## config.mk

```make
export PLATFORM = sky130hd
export DESIGN_NAME = npc_leg_sequencer
export DESIGN_NICKNAME = d
export VERILOG_FILES = /design/src/rtl/npc_leg_pkg.sv /design/src/rtl/npc_dead_timer.sv /design/src/rtl/npc_step_planner.sv /design/src/rtl/npc_gate_decoder.sv /design/src/rtl/npc_leg_sequencer.sv
export SDC_FILE = /design/constraint.sdc
export NUM_CORES = 1
export LEC_CHECK = 0
export BUFFER_PORTS_ARGS = -buffer_cell sky130_fd_sc_hd__buf_2
export CAP_MARGIN = 20
export CORE_UTILIZATION = 45
export CTS_CLUSTER_SIZE = 12
export DETAILED_ROUTE_END_ITERATION = 10
export PLACE_DENSITY = 0.72
export SLEW_MARGIN = 20
export SYNTH_ARGS = -nofsm -noshare
export SYNTH_HDL_FRONTEND = slang
export SYNTH_HIERARCHICAL = 1
export SYNTH_SLANG_ARGS = --single-unit
```

## constraint.sdc

```tcl
create_clock -name clk -period 3.5 [get_ports clk]
set_input_delay 0.7 -clock clk [delete_from_list [all_inputs] [get_ports clk]]
set_output_delay 0.7 -clock clk [all_outputs]
set_load 0.02 [all_outputs]
```

## src/rtl/npc_leg_pkg.sv

```systemverilog
package npc_leg_pkg;

    typedef enum logic [1:0] {
        LEG_ZERO  = 2'b00,
        LEG_PLUS  = 2'b01,
        LEG_MINUS = 2'b10,
        LEG_NONE  = 2'b11
    } leg_state_t;

    typedef enum logic [1:0] {
        SQ_OFF     = 2'b00,
        SQ_BLANK   = 2'b01,
        SQ_SETTLED = 2'b10,
        SQ_DWELL   = 2'b11
    } seq_state_t;

    localparam int NUM_SW = 4;

    localparam logic [NUM_SW-1:0] PAT_PLUS  = 4'b0011;
    localparam logic [NUM_SW-1:0] PAT_ZERO  = 4'b0110;
    localparam logic [NUM_SW-1:0] PAT_MINUS = 4'b1100;

    function automatic logic [NUM_SW-1:0] leg_pattern(input leg_state_t s);
        logic [NUM_SW-1:0] p;
        unique case (s)
            LEG_PLUS:  p = PAT_PLUS;
            LEG_ZERO:  p = PAT_ZERO;
            LEG_MINUS: p = PAT_MINUS;
            default:   p = '0;
        endcase
        return p;
    endfunction

endpackage

```

## src/rtl/npc_dead_timer.sv

```systemverilog
module npc_dead_timer #(
    parameter int DT_W = 8
) (
    input  logic            clk,
    input  logic            rst_n,
    input  logic            load_i,
    input  logic [DT_W-1:0] load_val_i,
    output logic            expired_o
);

    logic [DT_W-1:0] cnt_q;
    logic [DT_W-1:0] start_val;

    // a zero count still gives one cycle
    assign start_val = (load_val_i == '0) ? '0 : load_val_i - 1'b1;

    always_ff @(posedge clk or negedge rst_n) begin
        if (!rst_n) begin
            cnt_q <= '0;
        end else if (load_i) begin
            cnt_q <= start_val;
        end else if (cnt_q != '0) begin
            cnt_q <= cnt_q - 1'b1;
        end
    end

    assign expired_o = (cnt_q == '0);

    p_count_down_r5: assert property (@(posedge clk) disable iff (!rst_n)
        (!load_i && cnt_q != '0) |=> (cnt_q == $past(cnt_q) - 1'b1));

    p_hold_empty_r4: assert property (@(posedge clk) disable iff (!rst_n)
        (!load_i && cnt_q == '0) |=> (cnt_q == '0));

endmodule

```

## src/rtl/npc_step_planner.sv

```systemverilog
module npc_step_planner
    import npc_leg_pkg::*;
(
    input  leg_state_t cur_i,
    input  logic [1:0] req_i,
    output logic       move_o,
    output leg_state_t step_o,
    output logic       detour_o
);

    leg_state_t req_s;
    logic       req_ok;
    logic       outer_swap;

    always_comb begin
        req_s      = leg_state_t'(req_i);
        req_ok     = (req_s != LEG_NONE);
        outer_swap = ((cur_i == LEG_PLUS)  && (req_s == LEG_MINUS)) ||
                     ((cur_i == LEG_MINUS) && (req_s == LEG_PLUS));
        move_o     = req_ok && (req_s != cur_i);
        detour_o   = move_o && outer_swap;
        step_o     = outer_swap ? LEG_ZERO : req_s;
    end

endmodule

```

## src/rtl/npc_gate_decoder.sv

```systemverilog
module npc_gate_decoder
    import npc_leg_pkg::*;
(
    input  seq_state_t        st_i,
    input  leg_state_t        cur_i,
    input  leg_state_t        nxt_i,
    output logic [NUM_SW-1:0] gate_o,
    output leg_state_t        applied_o
);

    logic [NUM_SW-1:0] cur_pat;
    logic [NUM_SW-1:0] nxt_pat;
    logic              settled;
    logic              blanking;

    always_comb begin
        cur_pat  = leg_pattern(cur_i);
        nxt_pat  = leg_pattern(nxt_i);
        settled  = (st_i == SQ_SETTLED) || (st_i == SQ_DWELL);
        blanking = (st_i == SQ_BLANK);
    end

    for (genvar k = 0; k < NUM_SW; k++) begin : g_sw
        // during blanking only switches shared by both patterns conduct
        assign gate_o[k] = (settled  && cur_pat[k]) ||
                           (blanking && cur_pat[k] && nxt_pat[k]);
    end

    assign applied_o = settled ? cur_i : LEG_NONE;

endmodule

```

## src/rtl/npc_leg_sequencer.sv

```systemverilog
module npc_leg_sequencer
    import npc_leg_pkg::*;
#(
    parameter int DT_W = 8
) (
    input  logic            clk,
    input  logic            rst_n,
    input  logic [1:0]      req_state_i,
    input  logic [DT_W-1:0] dead_cnt_i,
    output logic [3:0]      gate_o,
    output logic [1:0]      applied_o
);

    seq_state_t      st_q, st_d;
    leg_state_t      cur_q, cur_d;
    leg_state_t      nxt_q, nxt_d;
    logic            detour_q, detour_d;
    logic [DT_W-1:0] dt_q, dt_d;

    logic            tmr_load;
    logic [DT_W-1:0] tmr_val;
    logic            tmr_expired;

    logic            plan_move;
    leg_state_t      plan_step;
    logic            plan_detour;

    leg_state_t      applied_s;

    npc_dead_timer #(.DT_W(DT_W)) u_timer (
        .clk        (clk),
        .rst_n      (rst_n),
        .load_i     (tmr_load),
        .load_val_i (tmr_val),
        .expired_o  (tmr_expired)
    );

    npc_step_planner u_plan (
        .cur_i    (cur_q),
        .req_i    (req_state_i),
        .move_o   (plan_move),
        .step_o   (plan_step),
        .detour_o (plan_detour)
    );

    // next-state logic
    always_comb begin
        st_d     = st_q;
        cur_d    = cur_q;
        nxt_d    = nxt_q;
        detour_d = detour_q;
        dt_d     = dt_q;
        tmr_load = 1'b0;
        tmr_val  = dead_cnt_i;
        unique case (st_q)
            SQ_OFF: begin
                // first clock after reset: blank towards clamped state
                st_d     = SQ_BLANK;
                nxt_d    = LEG_ZERO;
                detour_d = 1'b0;
                dt_d     = dead_cnt_i;
                tmr_load = 1'b1;
            end
            SQ_SETTLED: begin
                if (plan_move) begin
                    st_d     = SQ_BLANK;
                    nxt_d    = plan_step;
                    detour_d = plan_detour;
                    dt_d     = dead_cnt_i;   // sampled at start
                    tmr_load = 1'b1;
                end
            end
            SQ_BLANK: begin
                if (tmr_expired) begin
                    cur_d = nxt_q;
                    if (detour_q) begin
                        st_d     = SQ_DWELL;  // hold clamped state
                        detour_d = 1'b0;
                        tmr_load = 1'b1;
                        tmr_val  = dt_q;
                    end else begin
                        st_d = SQ_SETTLED;
                    end
                end
            end
            SQ_DWELL: begin
                if (tmr_expired) begin
                    st_d = SQ_SETTLED;
                end
            end
            default: st_d = SQ_OFF;
        endcase
    end

    // state register
    always_ff @(posedge clk or negedge rst_n) begin
        if (!rst_n) begin
            st_q     <= SQ_OFF;
            cur_q    <= LEG_NONE;
            nxt_q    <= LEG_ZERO;
            detour_q <= 1'b0;
            dt_q     <= '0;
        end else begin
            st_q     <= st_d;
            cur_q    <= cur_d;
            nxt_q    <= nxt_d;
            detour_q <= detour_d;
            dt_q     <= dt_d;
        end
    end

    // outputs
    npc_gate_decoder u_dec (
        .st_i      (st_q),
        .cur_i     (cur_q),
        .nxt_i     (nxt_q),
        .gate_o    (gate_o),
        .applied_o (applied_s)
    );

    assign applied_o = applied_s;

    p_sw13_excl_r8: assert property (@(posedge clk) disable iff (!rst_n)
        !(gate_o[0] && gate_o[2]));

    p_sw24_excl_r8: assert property (@(posedge clk) disable iff (!rst_n)
        !(gate_o[1] && gate_o[3]));

    p_no_plus_to_minus_r6: assert property (@(posedge clk) disable iff (!rst_n)
        (gate_o == PAT_PLUS) |=> (gate_o != PAT_MINUS));

    p_no_minus_to_plus_r6: assert property (@(posedge clk) disable iff (!rst_n)
        (gate_o == PAT_MINUS) |=> (gate_o != PAT_PLUS));

    p_rise_after_blank_r3: assert property (@(posedge clk) disable iff (!rst_n)
        (|(gate_o & ~$past(gate_o))) |-> ($past(applied_o) == 2'b11));

    p_blank_single_r3: assert property (@(posedge clk) disable iff (!rst_n)
        (applied_o == 2'b11) |-> ($countones(gate_o) <= 1));

    p_report_match_r2: assert property (@(posedge clk) disable iff (!rst_n)
        (applied_o != 2'b11) |-> (gate_o == leg_pattern(leg_state_t'(applied_o))));

endmodule

```

# Yosys cells after proc, flatten, opt, wreduce, memory -nomap -nowiden
# Cells that the tools add are included.
# op_classes
mux	26
add_sub_neg	2
reduce_logical	35
n_eq_ne	14
# ops
cell	count
2-to-1 mux 8 bit	7
one-hot mux 4 bit (3 select lines)	2
logical AND 1 bit	16
zero test 8 bit	2
one-hot mux 8 bit (2 select lines)	1
subtractor 8 x 1 -> 8 bit, second input constant	2
2-to-1 mux 2 bit	6
== test 2 bit, second input constant	5
== test 2 x 1 -> 1 bit, second input constant	4
!= test 2 bit, second input constant	4
one-hot mux 2 bit (4 select lines)	1
nonzero test 8 bit	1
zero test 2 bit	3
logical OR 1 bit	6
2-to-1 mux 1 bit	6
one-hot mux 1 bit (3 select lines)	2
AND reduction 3 bit	2
one-hot mux 2 bit (2 select lines)	1
AND reduction 2 bit	2
nonzero test 2 bit	2
nonzero test 3 bit	1
!= test 2 bit	1
# totals
wordCells	83
regBits	23
out_inout_bits	6
in_bits	12

# Longest topological paths before layout
# depth
depth_word	6
ltp_mapped	13
depth_no_buf	13

# By module
# The synthesis kept the hierarchy.
# by_module_without_submodules
mod	seq_area_each_um2	cells_each	n_inst	area_per_inst_um2
npc_leg_sequencer	377.9	59	1	792.0
npc_dead_timer	200.2	66	1	631.9
npc_gate_decoder	0.0	13	1	76.3
npc_step_planner	0.0	10	1	55.1

# Worst setup path before layout
# OpenSTA, ideal clock, no wires.
# synth_timing
path_kind	register to register
start	register u_timer.cnt_q[0]
end	register u_timer.cnt_q[7]
path_buffers	0
stages_incl_launch_ff	12
slack_ps	412
synth_period_minus_slack_ps	3088
arrival_time_ps	2967
setup_time_ps	121
required_ps	3379
path_cell_list	dfrtp_1 > inv_1 > ha_1 > nor3b_1 > nand2_1 > clkinv_1 > nand4b_4 > mux2_2 > or4_4 > nor4_2 > mux2_1 > a22o_1
# synth_between
elab_chain_cells	6
word_cells_on_any_way	13
cone_classes	add/sub (2); mux (7); reduce/logical (4)
# synth_lines
element	line	rtl
start: declaration	npc_dead_timer.sv:11	logic [DT_W-1:0] cnt_q;
start signal: assignment	npc_dead_timer.sv:21	cnt_q <= start_val;
start signal: assignment	npc_dead_timer.sv:23	cnt_q <= cnt_q - 1'b1;
zero test 8 bit (*)	npc_dead_timer.sv:27	assign expired_o = (cnt_q == '0);
via tmr_expired	npc_leg_sequencer.sv:22	logic tmr_expired;
2-to-1 mux 8 bit (*)	npc_leg_sequencer.sv:74	if (tmr_expired) begin
2-to-1 mux 8 bit (*)	npc_leg_sequencer.sv:55	unique case (st_q)
via tmr_val[5]	npc_leg_sequencer.sv:21	logic [DT_W-1:0] tmr_val;
subtractor 8 x 1 -> 8 bit or zero test 8 bit (tied branches)	npc_dead_timer.sv:15	assign start_val = (load_val_i == '0) ? '0 : load_val_i - 1'b1;
2-to-1 mux 8 bit (*)	npc_dead_timer.sv:15	
2-to-1 mux 8 bit (*)	npc_dead_timer.sv:20	end else if (load_i) begin
# Mark *: on every way through the listed nets, which the timed path passes. The rest lies on a longest branch. The select of a mux whose other input is x is not followed.
# A chain may end at the register's enable or synchronous reset.

# Worst setup path in the final report
# layout_timing
start	register u_timer.cnt_q[5]
end	register u_timer.cnt_q[7]
# Same word-level chain as after synthesis.

==> flow_summary.toml <==
[status]
status = "finished, final reports clean"

[synthesis]
async_reset_ff_share_pct = 100
synth-edff-count = 0
ys_ff_latch = 23
synthCells = 148
yosysSeqAreaShare_pct = 37.2
synth_flop_cell = "dfrtp_1"
ys_types = 41
synth_fp_nets = 163
synth_area_mm2 = 0.00156
yosysWarnings = 6
synth_area_per_cell_um2 = 10.5

[cells_and_area]
layoutNonFillerInstCount = 212
drive_gt1_share_pct = 31.0
nets = 184
syn_to_final_growth_pct = 10.5
antennaDiodeCount = 0

[global_routing]
first_global_vias = 1185
grt_first_pass_wirelength_um = 5310
track_usage_pct = 20.1
antenna_found_initial = 0
grt_max_degree = 24
gr-total-overflow = 0

[drt]
wl_um = 3080
drt_iter0_markers = 57
drc_errors = 0
drt_pass1_iterations = 4
wl_met1_um = 1320
dr_wl_met3_um = 102
dr_total_vias = 1182
top_layer_used = "met4"
ant_nets = 0
dr_wl_met2_um = 1590
wl_per_cell_um = 14.5
routed_via_density = 5.58

[setup_path]
crit_path_max_fanout = 8
end_kind = "flop"
required_ns = 3.73
start_kind = "flop"
r2r-end = "u_timer/cnt_q[7]"
r2r_slack_ns = 0.30
r2r_cells = 9
arrival_ns = 3.43
path_class = "flop to flop"
reg2reg_from = "u_timer/cnt_q[5]"

[power]
p_leak_nw = 0.704
totalPowerFinal_mw = 1.23
powerDensity_mw_per_mm2 = 716
ir_drop_mv = 0.333

[sta]
period_minus_slack_ns = 3.20
timing_hold_violations_final = 0
finalMaxSlewViolations = 0
fin_crit_sh_pct = 91.5
setup_viol = 0
holdWs_ns = 0.324
setup_tns_ns = 0
finalClockSkew_ns = 0.0107
worst_pin_slew_ns = 0.589
rsz0062_at_grt = "false"
maxSlewHeadroom_pct = 60.7
max_freq_mhz = 312

[floorplan]
core_mm2 = 0.00315
dieArea_mm2 = 0.00370
die_y_um = 60.8
fp.dieW_um = 60.8
initial_core_util_pct = 49.3
ios = 18
rows = 20

[clocking]
clockRootBuffer = "clkbuf_4"
clk_pin_slew_worst_paths_ns = 0.14
cts_buffers = 3
htreeDepth = 1
clockBufferDepth = 2
cts.sinks = 23
insertion_delay_ns = 0.32
cts_tree = "yes"

[place]
place_inst = 208
place.gp.congestion = 0.969
dp_hpwl_um = 2360
port_buffers = 17

[min_path]
hp-class = "primary input to async pin"

[flow_run]
maxCapViolations = 0
==> cells in the final DEF (no fill, tap or decap), drive strengths merged, types with 3 or more instances in the layout <==
cell    count
nor2        8
o22ai       5
mux2       19
nand2b      9
clkbuf      3
nor2b       4
buf        19
nand3       4
dfrtp      21
nor3b       4
nor3        4
inv         9
a21oi      10
xnor2      10
ha          3
o21ai       3
nand2       8
==> routing by layer <==
layer,track usage (%),up-vias
met4,8.77,0
met1,23.5,571
met2,36.1,35
met3,3.20,5
li1,-,571
met5,0,-
==> final cells by class <==
| cell class | count | area [um2] |
|---|---|---|
| Clock buffer | 3 | 22.5 |
| Clock inverter | 1 | 7.51 |
| Fill cell | 300 | 1430 |
| Inverter | 10 | 37.5 |
| Multi-Input combinational cell | 112 | 918 |
| Sequential cell | 23 | 578 |
| Tap cell | 44 | 55.1 |
| Timing Repair Buffer | 19 | 100 |
==> flip-flops by register name, summed over array words and instances, names as in the netlist <==
| register | flops |
|---|---|
| u_timer/cnt_q | 8 |
| dt_q | 8 |
| st_q | 2 |
| cur_q | 2 |
| detour_q | 1 |
| nxt_q | 2 |
==> per-stage QoR <==
stage	utilization [%]	setup slack (ns)	area [um2]
after floorplan	-	0.412	1560
after global placement	53.4	0.341	1680
after detailed placement	53.4	0.211	1680
after CTS	54.4	0.206	1710
after global routing	54.5	0.0527	1720
final	54.5	0.297	1720
==> how the worst max path moves through the flow <==
stage               slack (ns)                to        startpoint  depth (start not counted)
detailed placement        0.21  u_timer/cnt_q[7]  u_timer/cnt_q[0]                         11
floorplan                 0.41  u_timer/cnt_q[7]  u_timer/cnt_q[0]                         11
finish                    0.30  u_timer/cnt_q[7]  u_timer/cnt_q[5]                          9
CTS                       0.21  u_timer/cnt_q[7]  u_timer/cnt_q[0]                         11
global route              0.05  u_timer/cnt_q[7]  u_timer/cnt_q[5]                          9
global placement          0.34  u_timer/cnt_q[7]  u_timer/cnt_q[0]                         11
==> power breakdown <==
part	internal [mW]	switching, mW	total (mW)
Sequential	0.399	0.133	0.532
Combinational	0.303	0.267	0.570
Clock	0.0437	0.0842	0.128
Total	0.746	0.485	1.23
==> cells by family after synthesis <==
logic type	count (synthesis)	synth area share (%)
compound gates	28	12.7
simple gates	50	21.0
buf+inv	13	4.10
xor+xnor	10	5.63
flops	23	37.2
fa+ha+maj	3	2.41
mux	21	17.0
==> cells in the mapped netlist (all sizes together) (4+ instances only) <==
library cell | number | share of area, %
mux2 | 19 | 16
nor3b | 4 | 1.9
dfrtp | 21 | 34
o22ai | 5 | 2.0
nor2b | 4 | 2.1
nor3 | 4 | 1.3
nor2 | 8 | 3.1
nand2 | 8 | 1.9
nand3 | 4 | 1.3
nand2b | 9 | 3.6
a21oi | 10 | 3.2
inv | 9 | 2.2
xnor2 | 10 | 5.6
==> worst max-delay path: stages, from the launching register on <==
cell and delay [ns]:
dfrtp_1 0.45, nor4_1 0.46, nand2_1 0.20, clkinv_1 0.13, nand4b_4 0.18, mux2_2 0.37, or4_4 0.58, nor4_2 0.18
mux2_1 0.35, a22o_1 0.22
==> timing repair <==
action,4_1_cts,5_1_grt
hold buffers,0,0
buffers inserted,0,0
setup endpoints to repair,0,3
resized for setup,0,1
hold endpoints to repair,0,0
(Power assumes the default switching activity.)
